<file path="config.mk">
export PLATFORM = sky130hd
export DESIGN_NAME = scsi_hif_top
export DESIGN_NICKNAME = d
export VERILOG_FILES = /design/src/rtl/scsi_hif_pkg.sv /design/src/rtl/scsi_hif_cmd_dec.sv /design/src/rtl/scsi_hif_fifo.sv /design/src/rtl/scsi_hif_status.sv /design/src/rtl/scsi_hif_top.sv
export SDC_FILE = /design/constraint.sdc
export NUM_CORES = 1
export LEC_CHECK = 0
export CELL_PAD_IN_SITES_DETAIL_PLACEMENT = 1
export CELL_PAD_IN_SITES_GLOBAL_PLACEMENT = 1
export CORE_MARGIN = 1
export CORE_UTILIZATION = 40
export CTS_CLUSTER_DIAMETER = 120
export DETAILED_ROUTE_END_ITERATION = 10
export GPL_TIMING_DRIVEN = 0
export HOLD_SLACK_MARGIN = 0.05
export PLACE_DENSITY = 0.7
export SLEW_MARGIN = 20
export SYNTH_ARGS = -nofsm -noshare
export SYNTH_HDL_FRONTEND = slang
export SYNTH_SLANG_ARGS = --single-unit
</file>
<file path="constraint.sdc">
create_clock -name clk -period 4.8 [get_ports clk]
set_input_delay 1.44 -clock clk [delete_from_list [all_inputs] [get_ports clk]]
set_output_delay 1.44 -clock clk [all_outputs]
set_load 0.005 [all_outputs]
</file>
<file path="src/rtl/scsi_hif_pkg.sv">
// Package: shared register indices, bit codes and command classes for the
// SCSI host register front end. Assumes byte-wide registers.
package scsi_hif_pkg;

    localparam int BYTE_W = 8;
    localparam int ADDR_W = 4;

    localparam logic [ADDR_W-1:0] A_TCLO  = 4'd0;
    localparam logic [ADDR_W-1:0] A_TCMID = 4'd1;
    localparam logic [ADDR_W-1:0] A_FIFO  = 4'd2;
    localparam logic [ADDR_W-1:0] A_CMD   = 4'd3;
    localparam logic [ADDR_W-1:0] A_STAT  = 4'd4;
    localparam logic [ADDR_W-1:0] A_INTR  = 4'd5;
    localparam logic [ADDR_W-1:0] A_SEQ   = 4'd6;
    localparam logic [ADDR_W-1:0] A_FLAGS = 4'd7;
    localparam logic [ADDR_W-1:0] A_CFG1  = 4'd8;
    localparam logic [ADDR_W-1:0] A_TCHI  = 4'd9;

    localparam int ST_PEND = 7;
    localparam int ST_TC   = 4;
    localparam logic [2:0] PH_MSGIN = 3'd7;

    localparam logic [BYTE_W-1:0] IV_BUSRST = 8'h80;
    localparam logic [BYTE_W-1:0] IV_DISC   = 8'h20;
    localparam logic [BYTE_W-1:0] IV_FDONE  = 8'h08;

    localparam logic [2:0] SEQ_DONE = 3'd4;
    localparam int CFG_REPDIS = 6;

    typedef enum logic [3:0] {
        K_NOP, K_FLUSH, K_CHIPRST, K_BUSRST, K_ICCS,
        K_MSGACC, K_SATN, K_SEL, K_ENSEL, K_BAD
    } cmd_kind_e;

endpackage

</file>
<file path="src/rtl/scsi_hif_cmd_dec.sv">
// Command decoder: classifies a command byte into a command kind and
// extracts its DMA flag. Purely combinational; assumes bit 7 is the DMA flag.
module scsi_hif_cmd_dec
    import scsi_hif_pkg::*;
(
    input  logic [BYTE_W-1:0] cmd_byte,
    output cmd_kind_e         kind,
    output logic              dma
);

    // Map the 7-bit opcode onto a command class.
    always_comb begin
        dma = cmd_byte[BYTE_W-1];
        unique case (cmd_byte[6:0])
            7'h00:   kind = K_NOP;
            7'h01:   kind = K_FLUSH;
            7'h02:   kind = K_CHIPRST;
            7'h03:   kind = K_BUSRST;
            7'h11:   kind = K_ICCS;
            7'h12:   kind = K_MSGACC;
            7'h1a:   kind = K_SATN;
            7'h41,
            7'h42,
            7'h43:   kind = K_SEL;
            7'h44:   kind = K_ENSEL;
            default: kind = K_BAD;
        endcase
    end

endmodule

</file>
<file path="src/rtl/scsi_hif_fifo.sv">
// Byte FIFO between host and bus side: host push/pop, clear, and a one-shot
// load of a two-byte status/message pair. Assumes push and pop never coincide
// with clear or load; a push when full and a pop when empty are dropped.
module scsi_hif_fifo #(
    parameter int DEPTH = 16,
    parameter int W     = 8,
    localparam int AW   = $clog2(DEPTH),
    localparam int CW   = $clog2(DEPTH + 1)
) (
    input  logic          clk,
    input  logic          rst_n,
    input  logic          clr,
    input  logic          load_pair,
    input  logic [W-1:0]  pair_byte,
    input  logic          push,
    input  logic [W-1:0]  push_data,
    input  logic          pop,
    output logic [W-1:0]  head,
    output logic [CW-1:0] count
);

    logic [W-1:0]  mem [DEPTH];
    logic [AW-1:0] wptr, rptr;
    logic          full, empty, do_push, do_pop;

    assign full    = (count == CW'(DEPTH));
    assign empty   = (count == '0);
    assign do_push = push && !full;
    assign do_pop  = pop && !empty;
    assign head    = empty ? '0 : mem[rptr];

    // Next pointer value with wrap at DEPTH.
    function automatic logic [AW-1:0] bump(input logic [AW-1:0] p);
        return (p == AW'(DEPTH - 1)) ? '0 : p + 1'b1;
    endfunction

    // Storage, pointers and occupancy update.
    always_ff @(posedge clk) begin
        if (!rst_n || clr) begin
            wptr  <= '0;
            rptr  <= '0;
            count <= '0;
        end else if (load_pair) begin
            mem[0] <= pair_byte;
            mem[1] <= '0;
            wptr   <= AW'(2);
            rptr   <= '0;
            count  <= CW'(2);
        end else begin
            if (do_push) begin
                mem[wptr] <= push_data;
                wptr      <= bump(wptr);
            end
            if (do_pop)
                rptr <= bump(rptr);
            if (do_push && !do_pop)
                count <= count + 1'b1;
            else if (do_pop && !do_push)
                count <= count - 1'b1;
        end
    end

endmodule

</file>
<file path="src/rtl/scsi_hif_status.sv">
// Status, interrupt and sequence-step registers. Applies the register side of
// the immediate commands, the read-to-clear of the interrupt register and the
// terminal-count event. Assumes rd_int and cmd_go never arrive together.
module scsi_hif_status
    import scsi_hif_pkg::*;
(
    input  logic              clk,
    input  logic              rst_n,
    input  logic              soft_rst,
    input  logic              cmd_go,
    input  cmd_kind_e         kind,
    input  logic              rd_int,
    input  logic              tc_hit,
    input  logic              rep_dis,
    output logic [BYTE_W-1:0] int_q,
    output logic [BYTE_W-1:0] stat_q,
    output logic [2:0]        seq_q
);

    // Register update: reset, read-clear, command effects, then count event.
    always_ff @(posedge clk) begin
        if (!rst_n || soft_rst) begin
            int_q  <= '0;
            stat_q <= '0;
            seq_q  <= '0;
        end else begin
            if (rd_int) begin
                int_q          <= '0;
                stat_q[ST_TC]  <= 1'b0;
                stat_q[ST_PEND] <= 1'b0;
                seq_q          <= SEQ_DONE;
            end
            if (cmd_go) begin
                case (kind)
                    K_FLUSH: begin
                        int_q <= IV_FDONE;
                        seq_q <= '0;
                    end
                    K_BUSRST: begin
                        int_q <= IV_BUSRST;
                        if (!rep_dis)
                            stat_q[ST_PEND] <= 1'b1;
                    end
                    K_ICCS: begin
                        int_q           <= IV_FDONE;
                        stat_q[2:0]     <= PH_MSGIN;
                        stat_q[ST_PEND] <= 1'b1;
                    end
                    K_MSGACC: begin
                        int_q           <= IV_DISC;
                        seq_q           <= '0;
                        stat_q[ST_PEND] <= 1'b1;
                    end
                    K_ENSEL: int_q <= '0;
                    default: ;
                endcase
            end
            if (tc_hit)
                stat_q[ST_TC] <= 1'b1;
        end
    end

endmodule

</file>
<file path="src/rtl/scsi_hif_top.sv">
// Host register front end of a SCSI bus controller. Decodes register writes
// and reads, runs immediate commands, hands selection commands to an
// external sequencer and drives the level interrupt. Assumes a write and a
// read are not requested together (write wins).
module scsi_hif_top
    import scsi_hif_pkg::*;
#(
    parameter int               FIFO_DEPTH = 16,
    parameter logic [7:0]       CHIP_ID    = 8'h04,
    parameter logic [7:0]       CFG1_RST   = 8'h07,
    localparam int              CNT_W      = $clog2(FIFO_DEPTH + 1)
) (
    input  logic              clk,
    input  logic              rst_n,
    input  logic              host_wr,
    input  logic              host_rd,
    input  logic [ADDR_W-1:0] host_addr,
    input  logic [BYTE_W-1:0] host_wdata,
    output logic [BYTE_W-1:0] host_rdata,
    input  logic [BYTE_W-1:0] tgt_status,
    input  logic              tc_hit,
    output logic              irq,
    output logic              seq_start,
    output logic [6:0]        seq_op,
    output logic              seq_dma,
    output logic              atn_set,
    output logic              bus_rst_req,
    output logic              cmd_err
);

    cmd_kind_e         kind;
    logic              cmd_dma;
    logic              cmd_go, rd_go, soft_rst;
    logic [BYTE_W-1:0] tcw_lo, tcw_mid, tcr_lo, tcr_mid, cfg1_q;
    logic [BYTE_W-1:0] int_q, stat_q, fifo_head;
    logic [2:0]        seq_q;
    logic [CNT_W-1:0]  fifo_cnt;
    logic              fifo_clr;

    assign cmd_go   = host_wr && (host_addr == A_CMD);
    assign rd_go    = host_rd && !host_wr;
    assign soft_rst = cmd_go && (kind == K_CHIPRST);
    assign fifo_clr = soft_rst || (cmd_go && (kind == K_FLUSH || kind == K_MSGACC));
    assign irq      = stat_q[ST_PEND];

    scsi_hif_cmd_dec u_dec (
        .cmd_byte (host_wdata),
        .kind     (kind),
        .dma      (cmd_dma)
    );

    scsi_hif_fifo #(.DEPTH(FIFO_DEPTH), .W(BYTE_W)) u_fifo (
        .clk       (clk),
        .rst_n     (rst_n),
        .clr       (fifo_clr),
        .load_pair (cmd_go && (kind == K_ICCS)),
        .pair_byte (tgt_status),
        .push      (host_wr && (host_addr == A_FIFO)),
        .push_data (host_wdata),
        .pop       (rd_go && (host_addr == A_FIFO)),
        .head      (fifo_head),
        .count     (fifo_cnt)
    );

    scsi_hif_status u_stat (
        .clk      (clk),
        .rst_n    (rst_n),
        .soft_rst (soft_rst),
        .cmd_go   (cmd_go),
        .kind     (kind),
        .rd_int   (rd_go && (host_addr == A_INTR)),
        .tc_hit   (tc_hit),
        .rep_dis  (cfg1_q[CFG_REPDIS]),
        .int_q    (int_q),
        .stat_q   (stat_q),
        .seq_q    (seq_q)
    );

    // Transfer-count shadows, readable copies and config 1.
    always_ff @(posedge clk) begin
        if (!rst_n || soft_rst) begin
            tcw_lo  <= '0;
            tcw_mid <= '0;
            tcr_lo  <= '0;
            tcr_mid <= '0;
            cfg1_q  <= CFG1_RST;
        end else if (host_wr) begin
            if (host_addr == A_TCLO)  tcw_lo  <= host_wdata;
            if (host_addr == A_TCMID) tcw_mid <= host_wdata;
            if (host_addr == A_CFG1)  cfg1_q  <= host_wdata;
            if (cmd_go && cmd_dma && kind != K_BAD) begin
                tcr_lo  <= tcw_lo;
                tcr_mid <= tcw_mid;
            end
        end
    end

    // One-cycle strobes toward the sequencer and bus side.
    always_ff @(posedge clk) begin
        if (!rst_n) begin
            seq_start   <= 1'b0;
            seq_op      <= '0;
            seq_dma     <= 1'b0;
            atn_set     <= 1'b0;
            bus_rst_req <= 1'b0;
            cmd_err     <= 1'b0;
        end else begin
            seq_start   <= cmd_go && (kind == K_SEL);
            atn_set     <= cmd_go && (kind == K_SATN);
            bus_rst_req <= cmd_go && (kind == K_BUSRST);
            cmd_err     <= cmd_go && (kind == K_BAD);
            if (cmd_go && kind == K_SEL) begin
                seq_op  <= host_wdata[6:0];
                seq_dma <= cmd_dma;
            end
        end
    end

    // Read data multiplexer.
    always_comb begin
        unique case (host_addr)
            A_TCLO:  host_rdata = tcr_lo;
            A_TCMID: host_rdata = tcr_mid;
            A_FIFO:  host_rdata = fifo_head;
            A_STAT:  host_rdata = stat_q;
            A_INTR:  host_rdata = int_q;
            A_SEQ:   host_rdata = {5'b0, seq_q};
            A_FLAGS: host_rdata = BYTE_W'(fifo_cnt);
            A_CFG1:  host_rdata = cfg1_q;
            A_TCHI:  host_rdata = CHIP_ID;
            default: host_rdata = '0;
        endcase
    end

endmodule

</file>
Word-level counts from Yosys, hierarchy flattened

Memories as Yosys holds them, arrays and structs flattened. A register that Yosys moved wholly into a read port is not among the register bits.
Cells that the tools add are included.

Bits of input ports: 25
Output and inout bits: 21
Logic and storage cells: 138
Memory bits (writable): 128
Flip-flop bits (word level): 79
Memories: 1

Memories:

| memory     | depth | width | read ports | clocked after memory_dff | write ports | line                | text |
|---|---|---|---|---|---|---|---|
| u_fifo.mem | 16    | 8     | 1          | 1                        | 2           | scsi_hif_fifo.sv:22 | `logic [W-1:0] mem [DEPTH];` |

Eq/ne operators: 32
Reductions and logical operators: 46
Muxes and demuxes: 34
Add/sub/neg operators: 4

Operators by type and width:

| operator            | count |
|---|---|
| $pmux 8 s9          | 1 |
| $pmux 4 s9          | 1 |
| $eq 4x3->1 const B  | 8 |
| $mux 8              | 4 |
| $pmux 8 s4          | 1 |
| $eq 7x7->1 const B  | 4 |
| $eq 4x4->1 const B  | 6 |
| $eq 7x5->1 const B  | 3 |
| $mux 4              | 5 |
| $logic_and 1x1->1   | 18 |
| $eq 4x2->1 const B  | 4 |
| $eq 7x2->1 const B  | 2 |
| $mux 1              | 13 |
| $mux 5              | 2 |
| $reduce_and 2->1    | 5 |
| $mux 3              | 3 |
| $add 4x1->4 const B | 2 |
| $eq 4x1->1 const B  | 2 |
| $reduce_or 2->1     | 4 |
| $reduce_or 8->1     | 1 |
| $eq 7x1->1 const B  | 1 |
| $logic_not 7->1     | 1 |
| $logic_not 1->1     | 6 |
| $mux 2              | 3 |
| other kinds (11)    | 16 |

Logic depth before layout (Yosys ltp)

Gate-level depths: netlist of the first run.

Word-level depth: 12
Depth in mapped cells: 12
Depth with buffers taken out: 11

By module

From an unflattened synthesis of the first run, not the netlist that was laid out.

Cell total of the unflattened synthesis: 715
Area total of the unflattened synthesis: 9400.3 um2

By module, submodules not included:

| module           | sequential area each (um2) | times used | area an instance (um2) | cells each |
|---|---|---|---|---|
| scsi_hif_fifo    | 4184.0                     | 1          | 6125.9                 | 346 |
| scsi_hif_top     | 1041.0                     | 1          | 2458.6                 | 280 |
| scsi_hif_status  | 280.3                      | 1          | 645.6                  | 62 |
| scsi_hif_cmd_dec | 0.0                        | 1          | 170.2                  | 27 |

Least setup slack after synthesis of the first run

Ideal clock, no wire load.

Path kind: input port to output port
Start point: in host_addr[0]
End point: out host_rdata[0]
Path buffers: 3
Required time: 3360 ps
Arrival time: 2705 ps
Slack: 655 ps
Stages: 7
Cells stage by stage: buf_2 -> buf_1 -> clkbuf_1 -> a32oi_1 -> o22ai_1 -> a21oi_1 -> o21ai_0

Longest elaborated chain between the ends: 2
Elaborated cells between the ends (all ways): 10
Classes of those cells: 8 x eq/ne; 1 x mux; 1 x reduce/logical

Ends and longest elaborated chain:

| what                                     | line                | text |
|---|---|---|
| from (decl)                              | scsi_hif_top.sv:17  | `input logic [ADDR_W-1:0] host_addr,` |
| $eq 4x4->1, or another cell as far along | scsi_hif_top.sv:121 | `unique case (host_addr)` |
| $pmux 8 s9 (*)                           | scsi_hif_top.sv:121 |  |
| to (decl)                                | scsi_hif_top.sv:19  | `output logic [BYTE_W-1:0] host_rdata,` |

Every way passes the cells marked *; elsewhere a longest branch is shown, timed or not.

Final worst setup path of the first run

Start point: in host_addr[2]
End point: out host_rdata[7]

Same word-level chain as after synthesis.

==> results of run 1 <==
[final timing paths]
kind	startpoint	end	slack [ns]	cells after the start
worst min-delay path	tcr_lo[3]	tcr_lo[3]	0.46	2
worst max-delay path	host_addr[2]	host_rdata[7]	0.06	6
worst min register to register	tcr_lo[3]	tcr_lo[3]	0.46	2
worst max register to register	u_fifo.count[0]	u_fifo.count[4]	1.50	11
[power by group through the flow]
| stage | Combinational (mW) | Sequential (mW) | Clock (mW) |
|---|---|---|---|
| 6_report | 0.172 | 1.93 | 1.68 |
| 5_1_grt | 0.183 | 1.93 | 1.78 |
| 4_1_cts | 0.168 | 1.93 | 1.71 |
| 3_5_place_dp | 0.161 | 1.97 | 0 |
| 3_3_place_gp | 0.156 | 1.97 | 0 |
| 2_1_floorplan | 0.0839 | 1.96 | 0 |
[what timing repair did]
| action | CTS | global route |
|---|---|---|
| pin swaps | 0 | 1 |
| setup endpoints to repair | 16 | 15 |
| gates resized for setup | 29 | 7 |
| hold buffers | 0 | 0 |
| cloned | 0 | 0 |
| setup buffers | 2 | 2 |
[layer usage]
layer | part of all wire, % | vias up | GRT usage (%)
li1 | - | 2761 | -
met1 | 45 | 3084 | 29.4
met2 | 48 | 155 | 36.1
met3 | 4.4 | 41 | 3.03
met4 | 2.0 | 0 | 6.14
met5 | 0 | - | 0
[Yosys cell counts, types with 10 or more instances]
library cell,instances
and3_1,10
a21oi_1,39
nand3_1,24
nor2_1,38
nor3_1,11
and2_1,23
dfxtp_1,83
edfxtp_1,128
nand2_1,75
mux2i_1,42
clkbuf_1,24
mux4_2,35
[final cells by class]
type                    instances  area share (%)
plain buffers                  43            2.24
multi-input cells             430            32.2
inverters                      10           0.347
clock inverters                14           0.927
well taps                     285            3.30
flip-flops and latches        211            51.0
clock buffers                  30            5.77
repair buffers                 46            4.29
[worst max-delay path, delay by kind of cell]
| family | cells | cell delay (ns) |
|---|---|---|
| buf+inv | 3 | 1.00 |
| compound gates | 2 | 0.31 |
| mux | 1 | 0.54 |
[cell usage in the layout (no fill, tap or decap), types with 4 or more instances in the layout]
| master | synthesis | layout |
|---|---|---|
| mux2i_1 | 42 | 42 |
| mux2_2 | 9 | 9 |
| and2_1 | 23 | 23 |
| mux2_1 | 8 | 8 |
| a21oi_1 | 39 | 38 |
| nor3_1 | 11 | 9 |
| or3_1 | 4 | 4 |
| o22ai_1 | 4 | 4 |
| mux4_2 | 35 | 35 |
| buf_1 | 7 | 4 |
| edfxtp_1 | 128 | 128 |
| clkbuf_1 | 24 | 23 |
| clkbuf_16 | 0 | 24 |
| a32oi_1 | 5 | 5 |
| nor2b_1 | 6 | 5 |
| clkinv_1 | 0 | 8 |
| ha_1 | 9 | 9 |
| o221ai_1 | 5 | 5 |
| a21o_1 | 4 | 4 |
| nand2_1 | 75 | 75 |
| and3_1 | 10 | 10 |
| nand2b_1 | 4 | 4 |
| dfxtp_1 | 83 | 83 |
| inv_1 | 9 | 9 |
| clkbuf_2 | 0 | 4 |
| buf_2 | 9 | 8 |
| nand3_1 | 24 | 24 |
| o21ai_0 | 9 | 8 |
| buf_4 | 1 | 6 |
| clkdlybuf4s50_1 | 0 | 40 |
| nor2_1 | 38 | 37 |
| buf_6 | 2 | 4 |
[kinds of logic (layout without fill, tap and decap cells)]
| kind of cell | Yosys count | count (layout) | synth area share [%] |
|---|---|---|---|
| muxes | 94 | 94 | 15.3 |
| buffers and inverters | 54 | 143 | 2.72 |
| adders and majority gates | 10 | 10 | 1.45 |
| DFF | 211 | 211 | 60.1 |
| and+or+nand+nor | 221 | 221 | 12.3 |
| AOI/OAI and AO/OA | 99 | 99 | 7.63 |
| xor gates and xnor gates | 6 | 6 | 0.574 |
[flip-flops by register name (all words and copies together) (netlist names), 5 cells and up, named ones only]
| signal | cells |
|---|---|
| tcw_lo | 8 |
| u_stat.int_q | 8 |
| seq_op | 7 |
| u_fifo.mem | 128 |
| tcr_mid | 8 |
| tcr_lo | 8 |
| u_fifo.count | 5 |
| tcw_mid | 8 |
| cfg1_q | 8 |
==> reports/results.ini, run 1 <==
[status]
status=finished with violations
violations=design-rule violations

[logic_synthesis]
synth_largest_area_cell=edfxtp_1
synth-edff-count=128
synth.area.top_cells=edfxtp_1, dfxtp_1, mux4_2, mux2i_1, nand2_1
async_flop_share_pct=0
synth-seq-cells=211
ys_types=74
yosysSeqAreaShare_pct=60.1
ys.warnings.count=0
syn_avg_cell_area_sq_um=13.2
synth_area_sq_um=9160
synth_top_area_share_pct=41.9
synth_ff_type=edfxtp_1
syn_inst=695
synth.net_count=730

[timing]
rsz0062_at_grt=false
worstMarginPinSlew_ns=1.06
timing.slew.headroom_pct=29.0
slew_violations=0
setup_viol_count_final=0
skew_ns=0.00796
period_share_pct=98.7
fin_ws_ns=0.0612
final.setup.tns_ns=0
layout_min_cycle_time_ns=4.74
hold-worst-slack_ns=0.463
finalHoldViolations=0
fmax_ghz=0.211

[clocking]
cts_tree=done
cts.path.max_buffers=3
worstSkewPairLatency_ns=0.52
clock_sinks=211
ctsHtreeMaxLevel=1
clkTransAtPathRegs_ns=0.06
cts_buffers=24
root_buffer=clkbuf_16

[pwr]
vdd_drop_max_mv=0.259
sequentialPowerShare_pct=51.0
p_total_mw=3.78
clock_power_share_pct=44.4
intPower_mw=2.96
powerDensity_nw_per_um2=350
p_comb_share_pct=4.5
switchingPower_mw=0.823
leakagePower_nw=3.57
swShare_pct=21.8

[global_route]
grt_pass1_wl_mm=38.5
grt_pass1_vias=6509
antenna_found_initial=0
grt_usage_pct=21.6
grt_max_degree=22
grt-ovfl-total=0

[drt]
postRouteWirelength_mm=25.0
via_per_inst=5.65
ant_nets=0
wire_per_inst_um=23.4
drc=2
drt-initial-drc-count=466
vias=6041
dr.pass1.iters=8

[cells_and_area]
area_growth_pct=17.9
final_cells=1069
fin_nets=801
diodes=0
fill_cells=2342
multi_input_area_sq_um=3480
final_util_pct=47.9
final_cell_area_sq_um=10800
seqCellArea_sq_um=5510
drive_gt1_share_pct=15.9

[die]
fp.dieW_um=153
die_h_um=153
ios=46
start_util_pct=40.6
die-area_sq_um=23500
rows=55
fp.coreArea_sq_um=22600

[placement]
portBuffers=42
hpwl_mm=17.6
place.gp.congestion=0.850
placed_cells=1022
dp_slack_ns=-0.781
placement.cell_area_sq_um=9950

[setup_path]
cp.required_ns=3.36
critPathKind=input port to output port
worstPathArrival_ns=3.30
critPathLaunchType=input port
worstSetupEndpointType=output port
cp_cell_sequence=dlygate4sd2_1, buf_6, mux4_2, a21oi_1, o22ai_1, clkdlybuf4s50_1
critPathMaxStageDelay_ns=0.54
crit_fanout=10
crit_path_top_delay_cell=mux4_2

[job]
cap_violations=0

[min_path]
holdCritPathClass=register to register

Power figures use the tool's default switching activity.
==> run 2, diff against run 1 <==
--- a/config.mk
+++ b/config.mk
@@ -7,7 +7,6 @@
 export LEC_CHECK = 0
 export CELL_PAD_IN_SITES_DETAIL_PLACEMENT = 1
 export CELL_PAD_IN_SITES_GLOBAL_PLACEMENT = 1
-export CORE_MARGIN = 1
 export CORE_UTILIZATION = 40
 export CTS_CLUSTER_DIAMETER = 120
 export DETAILED_ROUTE_END_ITERATION = 10
==> results of run 2 <==
No change in the layout: final DEF, timing and power equal those of run 1.
==> run 3, diff against run 2 <==
--- a/config.mk
+++ b/config.mk
@@ -13,7 +13,9 @@
 export GPL_TIMING_DRIVEN = 0
 export HOLD_SLACK_MARGIN = 0.05
 export PLACE_DENSITY = 0.7
+export RECOVER_POWER = 25
 export SLEW_MARGIN = 20
 export SYNTH_ARGS = -nofsm -noshare
 export SYNTH_HDL_FRONTEND = slang
 export SYNTH_SLANG_ARGS = --single-unit
+export TNS_END_PERCENT = 50
==> reports/results.ini, run 3 (synthesis results as in run 1) <==
[placement]
dp_slack_ns=-0.781  ; unchanged
portBuffers=42  ; unchanged
placed_cells=1022  ; unchanged
hpwl_mm=17.6  ; unchanged
placement.cell_area_sq_um=9950  ; unchanged
place.gp.congestion=0.850  ; unchanged

[pwr]
intPower_mw=2.95  ; about the same
swShare_pct=21.8  ; about the same
p_total_mw=3.78  ; about the same
clock_power_share_pct=44.4  ; about the same
sequentialPowerShare_pct=51.1  ; about the same
switchingPower_mw=0.822  ; about the same
powerDensity_nw_per_um2=350  ; about the same
vdd_drop_max_mv=0.259  ; about the same
p_comb_share_pct=4.5  ; about the same
leakagePower_nw=3.57  ; about the same

[global_route]
grt_max_degree=22  ; unchanged
antenna_found_initial=0  ; unchanged
grt_usage_pct=21.6  ; unchanged
grt-ovfl-total=0  ; unchanged
grt_pass1_vias=6509  ; unchanged
grt_pass1_wl_mm=38.5  ; unchanged

[clocking]
ctsHtreeMaxLevel=1  ; unchanged
clock_sinks=211  ; unchanged
cts_buffers=24  ; unchanged
root_buffer=clkbuf_16
cts_tree=done
worstSkewPairLatency_ns=0.52  ; about the same
cts.path.max_buffers=3  ; unchanged
clkTransAtPathRegs_ns=0.06  ; about the same

[drt]
wire_per_inst_um=23.4  ; about the same
ant_nets=0  ; unchanged
drc=2  ; unchanged
vias=6057  ; +0.26%
postRouteWirelength_mm=25.0  ; about the same
dr.pass1.iters=9  ; +1
drt-initial-drc-count=466  ; unchanged
via_per_inst=5.67  ; +0.26%

[setup_path]
rr_endpoint=u_fifo.count[4]
critPathKind=input port to output port
cp.required_ns=3.36  ; about the same
worstPathArrival_ns=3.30  ; about the same
reg2reg_setup_slack_ns=1.51  ; about the same
worstSetupEndpointType=output port
timing.rr.start=u_fifo.count[0]
r2r_cells=11  ; unchanged
critPathLaunchType=input port
crit_fanout=10  ; unchanged

[min_path]
min_from=tcr_lo[3]
min_path_cells=2  ; unchanged
hold_end=tcr_lo[3]
holdCritPathClass=register to register

[cells_and_area]
final_cells=1069  ; unchanged
final_common_cell=edfxtp_1
largest_reg_flops=128  ; unchanged
multi_input_area_sq_um=3480  ; unchanged
top_register=u_fifo.mem
seqCellArea_sq_um=5510  ; unchanged
fin_nets=801  ; unchanged
diodes=0  ; unchanged
final_util_pct=47.9  ; unchanged
final_cell_area_sq_um=10800  ; unchanged
area_growth_pct=17.9  ; unchanged
drive_gt1_share_pct=15.9  ; unchanged
fill_cells=2342  ; unchanged
final_cell_mix=edfxtp_1, dfxtp_1, nand2_1

[die]
rows=55  ; unchanged
start_util_pct=40.6  ; unchanged
fp.coreArea_sq_um=22600  ; unchanged
die-area_sq_um=23500  ; unchanged
ios=46  ; unchanged
fp.dieW_um=153  ; unchanged
die_h_um=153  ; unchanged

[timing]
period_share_pct=98.7  ; about the same
slew_violations=0  ; unchanged
layout_min_cycle_time_ns=4.74  ; -0.00124 ns
skew_ns=0.00816  ; +0.000196 ns
fmax_ghz=0.211  ; about the same
worstMarginPinSlew_ns=1.07  ; +0.00533 ns
rsz0062_at_grt=false
finalHoldViolations=0  ; unchanged
timing.slew.headroom_pct=28.7  ; -0.36 points
setup_viol_count_final=0  ; unchanged
fin_ws_ns=0.0624  ; +0.00124 ns

[job]
cap_violations=0  ; unchanged

[status]
violations=design-rule violations
status=finished with violations

==> run 3: cell count changes in the layout (fill, tap and decap cells not counted), sizes merged <==
cell	change
clkdlybuf4s50	-7
dlygate4sd3	+7
==> run 3: layer usage <==
layer	GRT usage, %	up-vias	share of wire (%)
li1	-	2762	-
met1	29.4	3094	45
met2	36.1	162	48
met3	3.03	39	4.5
met4	6.14	0	2.0
met5	0	-	0
==> run 3: how the worst max path moves through the flow <==
stage                             from             to  slack [ns]  depth (start not counted)
after floorplan           host_addr[0]  host_rdata[0]        0.65                          7
after global placement    host_addr[2]  host_rdata[0]       -0.73                          8
after detailed placement  host_addr[2]  host_rdata[0]       -0.78                          8
final                     host_addr[2]  host_rdata[7]        0.06                          6
after CTS                 host_addr[1]  host_rdata[3]        0.02                          6
after global routing      host_addr[2]  host_rdata[3]        0.01                          6
==> run 3: power by group through the flow <==
stage	combinational (mW)	clock, mW	sequential [mW]
6_report	0.171	1.68	1.93
3_5_place_dp	0.161	0	1.97
4_1_cts	0.168	1.71	1.93
3_3_place_gp	0.156	0	1.97
2_1_floorplan	0.0839	0	1.96
5_1_grt	0.182	1.78	1.93
==> run 3: cell type report <==
cell class                      count  area share (%)
Clock inverter                     14           0.927
Buffer                             43            2.24
Timing Repair Buffer               46            4.29
Inverter                           10           0.347
Sequential cell                   211            51.0
Multi-Input combinational cell    430            32.2
Clock buffer                       30            5.77
Tap cell                          285            3.30
==> run 3: stage by stage <==
stage / hold slack (ns) / setup TNS [ns]
6_report: 0.462 / 0
5_1_grt: 0.485 / 0
4_1_cts: 0.464 / 0
3_5_place_dp: 0.450 / -10.11
3_3_place_gp: 0.443 / -7.68
2_1_floorplan: 0.424 / 0
==> run 3: what timing repair did <==
action                     CTS  global route
resized for setup           29             7
hold buffers                 0             0
pin swaps                    0             1
hold endpoints to repair     0             0
setup endpoints to repair   16            15
buffers inserted             2             2
==> run 3: worst max-delay path: stages <==
cell,delay [ns]
dlygate4sd2_1,0.33
buf_6,0.20
mux4_2,0.54
a21oi_1,0.18
o22ai_1,0.13
clkdlybuf4s50_1,0.47
